===== src/rtl/tpb_pkg.sv =====
package tpb_pkg;

    typedef enum logic [1:0] {
        CMD_IDLE  = 2'b00,
        CMD_FIRST = 2'b01,
        CMD_A     = 2'b10,
        CMD_B     = 2'b11
    } tpb_cmd_e;

    typedef struct packed {
        logic       en;
        logic [1:0] code;
    } tpb_cmd_s;

    function automatic tpb_cmd_s to_cmd(input logic [1:0] raw);
        tpb_cmd_s c;
        c.code = raw;
        c.en   = (raw != CMD_IDLE);
        return c;
    endfunction

    // True when an alternating code follows a different non-idle code
    function automatic logic is_toggle(input logic [1:0] cur, input logic [1:0] prev);
        return (cur == CMD_A || cur == CMD_B) && (prev != CMD_IDLE) && (cur != prev);
    endfunction

endpackage


===== src/rtl/tpb_cmd_track.sv =====
module tpb_cmd_track
    import tpb_pkg::*;
#(
    parameter int DEPTH = 4,
    localparam int PTR_W = (DEPTH > 1) ? $clog2(DEPTH) : 1
) (
    input  logic             clk,
    input  logic             rst,
    input  logic [1:0]       cmd,
    output logic             act,
    output logic [PTR_W-1:0] slot,
    output logic [PTR_W-1:0] ptr_q
);

    tpb_cmd_s        cur;
    logic [1:0]      last_q;
    logic [PTR_W-1:0] ptr_inc;

    assign cur = to_cmd(cmd);
    assign act = cur.en;

    always_comb begin
        if (ptr_q == PTR_W'(DEPTH - 1)) ptr_inc = '0;
        else                            ptr_inc = ptr_q + 1'b1;
    end

    always_comb begin
        slot = ptr_q;
        if (cur.code == CMD_FIRST)            slot = '0;
        else if (is_toggle(cur.code, last_q)) slot = ptr_inc;
    end

    always_ff @(posedge clk) begin
        if (rst) begin
            ptr_q  <= '0;
            last_q <= CMD_IDLE;
        end else if (cur.en) begin
            ptr_q  <= slot;
            last_q <= cur.code;
        end
    end

    assert_first_home_R2: assert property (@(posedge clk) disable iff (rst)
        cmd == CMD_FIRST |=> ptr_q == '0);

    assert_repeat_holds_R3: assert property (@(posedge clk) disable iff (rst)
        (cmd == CMD_A || cmd == CMD_B) && cmd == last_q |=> $stable(ptr_q));

    assert_toggle_steps_R4: assert property (@(posedge clk) disable iff (rst)
        (cmd == CMD_A || cmd == CMD_B) && last_q != CMD_IDLE && cmd != last_q
        |=> ptr_q == (($past(ptr_q) == PTR_W'(DEPTH - 1)) ? '0 : $past(ptr_q) + 1'b1));

    assert_idle_freeze_R5: assert property (@(posedge clk) disable iff (rst)
        cmd == CMD_IDLE |=> $stable(ptr_q) && $stable(last_q));

endmodule


===== src/rtl/tpb_store.sv =====
module tpb_store #(
    parameter int DATA_W = 32,
    parameter int DEPTH  = 4,
    localparam int PTR_W = (DEPTH > 1) ? $clog2(DEPTH) : 1
) (
    input  logic              clk,
    input  logic              rst,
    input  logic              wr_en,
    input  logic [PTR_W-1:0]  wr_slot,
    input  logic [DATA_W-1:0] wr_data,
    input  logic              rd_en,
    input  logic [PTR_W-1:0]  rd_slot,
    output logic [DATA_W-1:0] rd_data
);

    logic [DATA_W-1:0] mem [DEPTH];

    generate
        for (genvar i = 0; i < DEPTH; i++) begin : g_entry
            always_ff @(posedge clk) begin
                if (rst)                                 mem[i] <= '0;
                else if (wr_en && wr_slot == PTR_W'(i))  mem[i] <= wr_data;
            end
        end
    endgenerate

    // Read returns contents present before this edge's write
    always_ff @(posedge clk) begin
        if (rst)        rd_data <= '0;
        else if (rd_en) rd_data <= mem[rd_slot];
    end

    assert_drain_idle_hold_R9: assert property (@(posedge clk) disable iff (rst)
        !rd_en |=> $stable(rd_data));

    assert_read_before_write_R10: assert property (@(posedge clk) disable iff (rst)
        rd_en && wr_en && rd_slot == wr_slot |=> rd_data == $past(mem[rd_slot]));

endmodule


===== src/rtl/toggle_prefetch_buf.sv =====
module toggle_prefetch_buf
    import tpb_pkg::*;
#(
    parameter int DATA_W = 32,
    parameter int DEPTH  = 4,
    localparam int PTR_W = (DEPTH > 1) ? $clog2(DEPTH) : 1
) (
    input  logic              clk,
    input  logic              rst,
    input  logic [1:0]        fill_cmd,
    input  logic [DATA_W-1:0] fill_data,
    input  logic [1:0]        drain_cmd,
    output logic [DATA_W-1:0] host_data,
    output logic [PTR_W-1:0]  fill_slot,
    output logic [PTR_W-1:0]  drain_slot
);

    logic             f_act, d_act;
    logic [PTR_W-1:0] f_slot, d_slot;

    tpb_cmd_track #(.DEPTH(DEPTH)) u_fill (
        .clk(clk), .rst(rst), .cmd(fill_cmd),
        .act(f_act), .slot(f_slot), .ptr_q(fill_slot)
    );

    tpb_cmd_track #(.DEPTH(DEPTH)) u_drain (
        .clk(clk), .rst(rst), .cmd(drain_cmd),
        .act(d_act), .slot(d_slot), .ptr_q(drain_slot)
    );

    tpb_store #(.DATA_W(DATA_W), .DEPTH(DEPTH)) u_store (
        .clk(clk), .rst(rst),
        .wr_en(f_act), .wr_slot(f_slot), .wr_data(fill_data),
        .rd_en(d_act), .rd_slot(d_slot), .rd_data(host_data)
    );

    assert_reset_state_R1: assert property (@(posedge clk)
        rst |=> fill_slot == '0 && drain_slot == '0 && host_data == '0);

    assert_drain_first_R6: assert property (@(posedge clk) disable iff (rst)
        drain_cmd == CMD_FIRST |=> drain_slot == '0);

endmodule


===== config.mk =====
export PLATFORM = sky130hd
export DESIGN_NAME = toggle_prefetch_buf
export DESIGN_NICKNAME = d
export VERILOG_FILES = /design/src/rtl/tpb_pkg.sv /design/src/rtl/tpb_cmd_track.sv /design/src/rtl/tpb_store.sv /design/src/rtl/toggle_prefetch_buf.sv
export SDC_FILE = /design/constraint.sdc
export NUM_CORES = 1
export LEC_CHECK = 0
export BUFFER_PORTS_ARGS = -buffer_cell sky130_fd_sc_hd__buf_2
export CORE_UTILIZATION = 35
export CTS_CLUSTER_SIZE = 25
export DETAILED_ROUTE_END_ITERATION = 7
export GPL_ROUTABILITY_DRIVEN = 0
export PLACE_DENSITY = 0.55
export SKIP_CTS_REPAIR_TIMING = 1
export SLEW_MARGIN = 25
export SYNTH_ARGS = -nofsm -noshare
export SYNTH_HDL_FRONTEND = slang
export SYNTH_SLANG_ARGS = --single-unit
export TNS_END_PERCENT = 50

===== constraint.sdc =====
create_clock -name clk -period 5 [get_ports clk]
set_input_delay 0.25 -clock clk [delete_from_list [all_inputs] [get_ports clk]]
set_output_delay 0.25 -clock clk [all_outputs]
set_load 0.005 [all_outputs]

Word-level counts from Yosys, hierarchy flattened
Memories as Yosys holds them, arrays and structs flattened. A register that Yosys moved wholly into a read port is not among the register bits.
Cells that the tools add are included.
- register bits: 8
- memory bits (writable): 128
- input port bits: 38
- output and inout port bits: 36
- word-level logic and storage cells: 63
- memories: 1
- memories (name ; depth ; bits a word ; read ports ; clocked after Yosys merged registers in ; wr ports ; RTL line ; RTL):
    u_store.mem ; 4 ; 32 ; 1 ; 1 ; 4 ; tpb_store.sv:16 ; logic [DATA_W-1:0] mem [DEPTH];
- add/sub/neg operators: 2
- eq/ne operators: 13
- muxes and demuxes: 24
- bitwise logic cells: 4
- reductions and logical operators: 15
- operators with widths (kind ; count):
    32-bit two-way mux ; 4
    2-bit equality test (second input constant) ; 8
    1-bit two-way mux ; 14
    2-bit two-way mux ; 6
    1-bit logical AND ; 8
    2-bit nonzero test ; 4
    2-bit by 1-bit equality test with 1-bit output (second input constant) ; 3
    2-bit by 1-bit adder with 2-bit output (second input constant) ; 2
    2-bit != test ; 2
    1-bit OR ; 4
    2-bit logical NOT ; 1
    1-bit logical OR ; 2

Logic depth before layout (Yosys ltp)
- word-level depth: 12
- mapped depth: 8
- gate-level depth less buffers: 6

Modules after synthesis
A second synthesis with hierarchy kept.
- cells, all modules: 527
- area, all modules: 7367.1 µm²
- modules (own cells, without submodules) (module ; instances ; cells each ; area an instance (µm²) ; seq. area each (µm²)):
    tpb_store ; 1 ; 461 ; 6789.0 ; 4484.3
    tpb_cmd_track ; 2 ; 33 ; 289.0 ; 80.1

Least setup slack after synthesis
No wires, ideal clock.
- kind: register to register
- from: reg u_fill.ptr_q[0]
- to: mem u_store.mem[0][0] (enable)
- setup time: 0.466 ns
- data arrival time: 3.752 ns
- required time: 4.534 ns
- path slack: 0.783 ns
- cell stages (with the launch flop): 8
- path buffers: 1
- clock period less this slack: 4.217 ns
- path through: dfxtp_1 -> ha_1 -> nor2_1 -> a211oi_1 -> a211oi_1 -> or2_2 -> clkbuf_1 -> o21ai_0
- RTL lines (item ; RTL line ; RTL):
    start, declared ; tpb_cmd_track.sv:12 ; output logic [PTR_W-1:0] ptr_q
    start signal, assigned ; tpb_cmd_track.sv:38 ; ptr_q <= slot;
    end, declared ; tpb_store.sv:16 ;

==> flow_summary_export.csv <==
group,metric,value,unit
run_status,status,"completed",
floorplan,num_io_pins,74,
clocking,cts_sinks,168,
timing,drv_slew,0,
route,first_iter_violations,321,
job,drv_cap,0,
final_layout,drive_above_1_share,0.196,
pwr,ir_drop,210,uV
setup_path,r2r-end,"u_store.mem[2][22]",
synthesis,synth_nets,652,
final_layout,utilization,0.412,
timing,tightest_slew,956,ps
timing,fin_crit,3090,ps
min_path,hold_path_end,"u_store.mem[3][12]",
setup_path,path_delay_family,"compound AO/OA/AOI/OAI gates",
floorplan,fp.dieW,148,um
setup_path,critPathCaptureType,"flip-flop",
final_layout,layout.cells.non_filler,952,
grt,grt_pass1_vias,4933,
grt,grt_pass1_wl,27.6,mm
synthesis,synth_top_area_cell,"edfxtp_1",
route,routed_via_density,5.16,
setup_path,critPathKind,"flip-flop to flip-flop",
placed_design,placedCellCount,920,
timing,timing.final.crit_share,0.618,
setup_path,r2r_setup_slack,1910,ps
clocking,cts.path.max_buffers,2,
pwr,p_leak,3.43,nW
route,first_pass_iters,4,
floorplan,core_area,21000,um2
clocking,cts_tree,"built",
min_path,worstHoldPathCells,2,
synthesis,synth_warnings,0,
floorplan,dieArea,22000,um2
setup_path,r2r_cells,7,
clocking,htreeDepth,4,
setup_path,cp_max_fo,35,
placed_design,dp_hpwl,10.2,mm
final_layout,area_growth,15.7,%
route,wl_per_cell,18.6,um
timing,setup_viol,0,
pwr,total_power,3.31,mW
clocking,clk_pin_slew,60,ps
route,vias,4917,
grt,antenna_found_initial,0,
grt,grt_max_degree,65,
timing,rsz0062_at_grt,"false",
timing,fin_skew,10.4,ps
final_layout,diodes,0,
route,wirelength,17.7,mm
clocking,insertion_delay,420,ps
floorplan,floorplan.initialDensity,0.357,
route,drc,0,
setup_path,cpMostUsedCell,"a211oi_1",
synthesis,synth_seq_area_share,0.619,
setup_path,worst_ep_arrival_time,3180,ps
pwr,power.density,381,nW/um2
synthesis,synth_top_area_share,0.513,
setup_path,r2r-start,"u_fill.ptr_q[0]",
min_path,min_from,"fill_data[12]",
synthesis,async_reset_ff_frac,0,
synthesis,synthDistinctLibCells,40,
placed_design,io_buffer_count,73,
setup_path,crit_start,"u_fill.ptr_q[0]",
setup_path,cp_slowest_cell,"or2_2",
synthesis,syn_area_per_cell,12.3,um2
clocking,cts-root-buf,"clkbuf_16",
grt,grt_overflow,0,
final_layout,nets,704,
route,ant_nets,0,
min_path,hp-class,"input pin to flip-flop",
synthesis,synth_seq_cells,168,
setup_path,cp_data_required_time,5090,ps
synthesis,synthCells,612,
synthesis,syn_area,7500,um2
floorplan,die_y,148,um
setup_path,cp_num_buf_inv,1,
timing,hold_viol,0,
setup_path,cpPeakStageDelay,650,ps
setup_path,path_cells,"ha_1 -> nor2_1 -> a211oi_1 -> a211oi_1 -> or2_2 -> o21ai_4 -> buf_4",
grt,grt_use_total,0.168,
floorplan,placementRows,53,
timing,setup_tns,0,ps
clocking,cts_buffers,17,
setup_path,critPathLaunchType,"flip-flop",
timing,relSlewSlack,0.361,
synthesis,synth_edf_count,128,
timing,clock.fmax,324,MHz
synthesis,ys_top_cells_by_area,"edfxtp_1 51%, dfxtp_1 11%, a211oi_1 6.7%",
synthesis,synthFlopType,"edfxtp_1",
routing by layer:
metal / up-vias / global-route usage / share of wire
li1: 2388 / - / -
met1: 2408 / 0.202 / 0.43
met2: 107 / 0.297 / 0.52
met3: 14 / 0.0387 / 0.040
met4: 0 / 0.0515 / 0.011
met5: - / 0 / 0
synth_stat cells (3+ instances only):
library cell,instances
a211oi_1,67
a21oi_1,7
and2_1,65
and4_1,30
buf_12,3
buf_2,6
clkbuf_1,41
dfxtp_1,40
edfxtp_1,128
inv_1,35
mux2i_1,36
nand2_1,7
nand3b_1,3
nor2_1,7
nor3_1,65
o21ai_0,37
worst max-delay path by stage:
stage / end / cells after the start / slack, ps
floorplan: u_store.mem[0][0] / 7 / 780
global placement: u_store.rd_data[19] / 6 / 1840
detailed placement: u_store.mem[2][20] / 7 / 1880
CTS: u_store.mem[2][20] / 7 / 1860
global route: u_store.mem[2][22] / 7 / 1660
finish: u_store.mem[2][22] / 7 / 1910
kinds of logic (layout without fill, tap and decap cells):
logic type | after synthesis | count (layout) | share of synthesized area
multiplexers | 36 | 36 | 0.0481
AO/OA/AOI/OAI | 123 | 123 | 0.115
AND/OR/NAND/NOR | 194 | 194 | 0.159
adder cells (fa/ha/maj) | 2 | 2 | 0.00334
buffers and inverters | 88 | 153 | 0.0541
XOR/XNOR | 1 | 1 | 0.00117
flip-flops | 168 | 168 | 0.619
state kept, by name (all words and copies together), names as in the netlist:
register         flops
u_drain.last_q       2
u_drain.ptr_q        2
u_fill.last_q        2
u_fill.ptr_q         2
u_store.mem        128
u_store.rd_data     32
layout by cell type (no fill, tap or decap), types with 6 or more instances in the layout:
cell and count:
mux2i_1 36, nor3_1 65, clkbuf_16 17, o21ai_0 33, buf_2 73, buf_4 13, inv_1 35, and2_1 65
a21oi_1 7, nand2_1 7, dfxtp_1 40, and4_1 30, nor2_1 6, edfxtp_1 128, a211oi_1 67
per-stage QoR:
step / hold slack [ps] / cell area (um2) / worst slack, ps
finish: 119 / 8670 / 1910
global route: 112 / 8670 / 1660
CTS: 107 / 8670 / 1860
detailed placement: 536 / 8110 / 1880
global placement: 510 / 8090 / 1840
floorplan: 367 / 7500 / 783
final cells by class:
class,count,area [um2]
fillers,1981,12400
flip-flops and latches,168,4640
multi-input cells,356,2520
repair buffers,86,463
clock buffers,19,433
well taps,275,344
clock inverters,13,131
inverters,35,131
power by group:
part / total, mW / internal (mW) / switching (mW)
clock network: 1.26 / 0.731 / 0.531
logic: 0.387 / 0.142 / 0.246
registers: 1.66 / 1.61 / 0.0420
total: 3.31 / 2.49 / 0.819
Power figures use the tool's default switching activity.
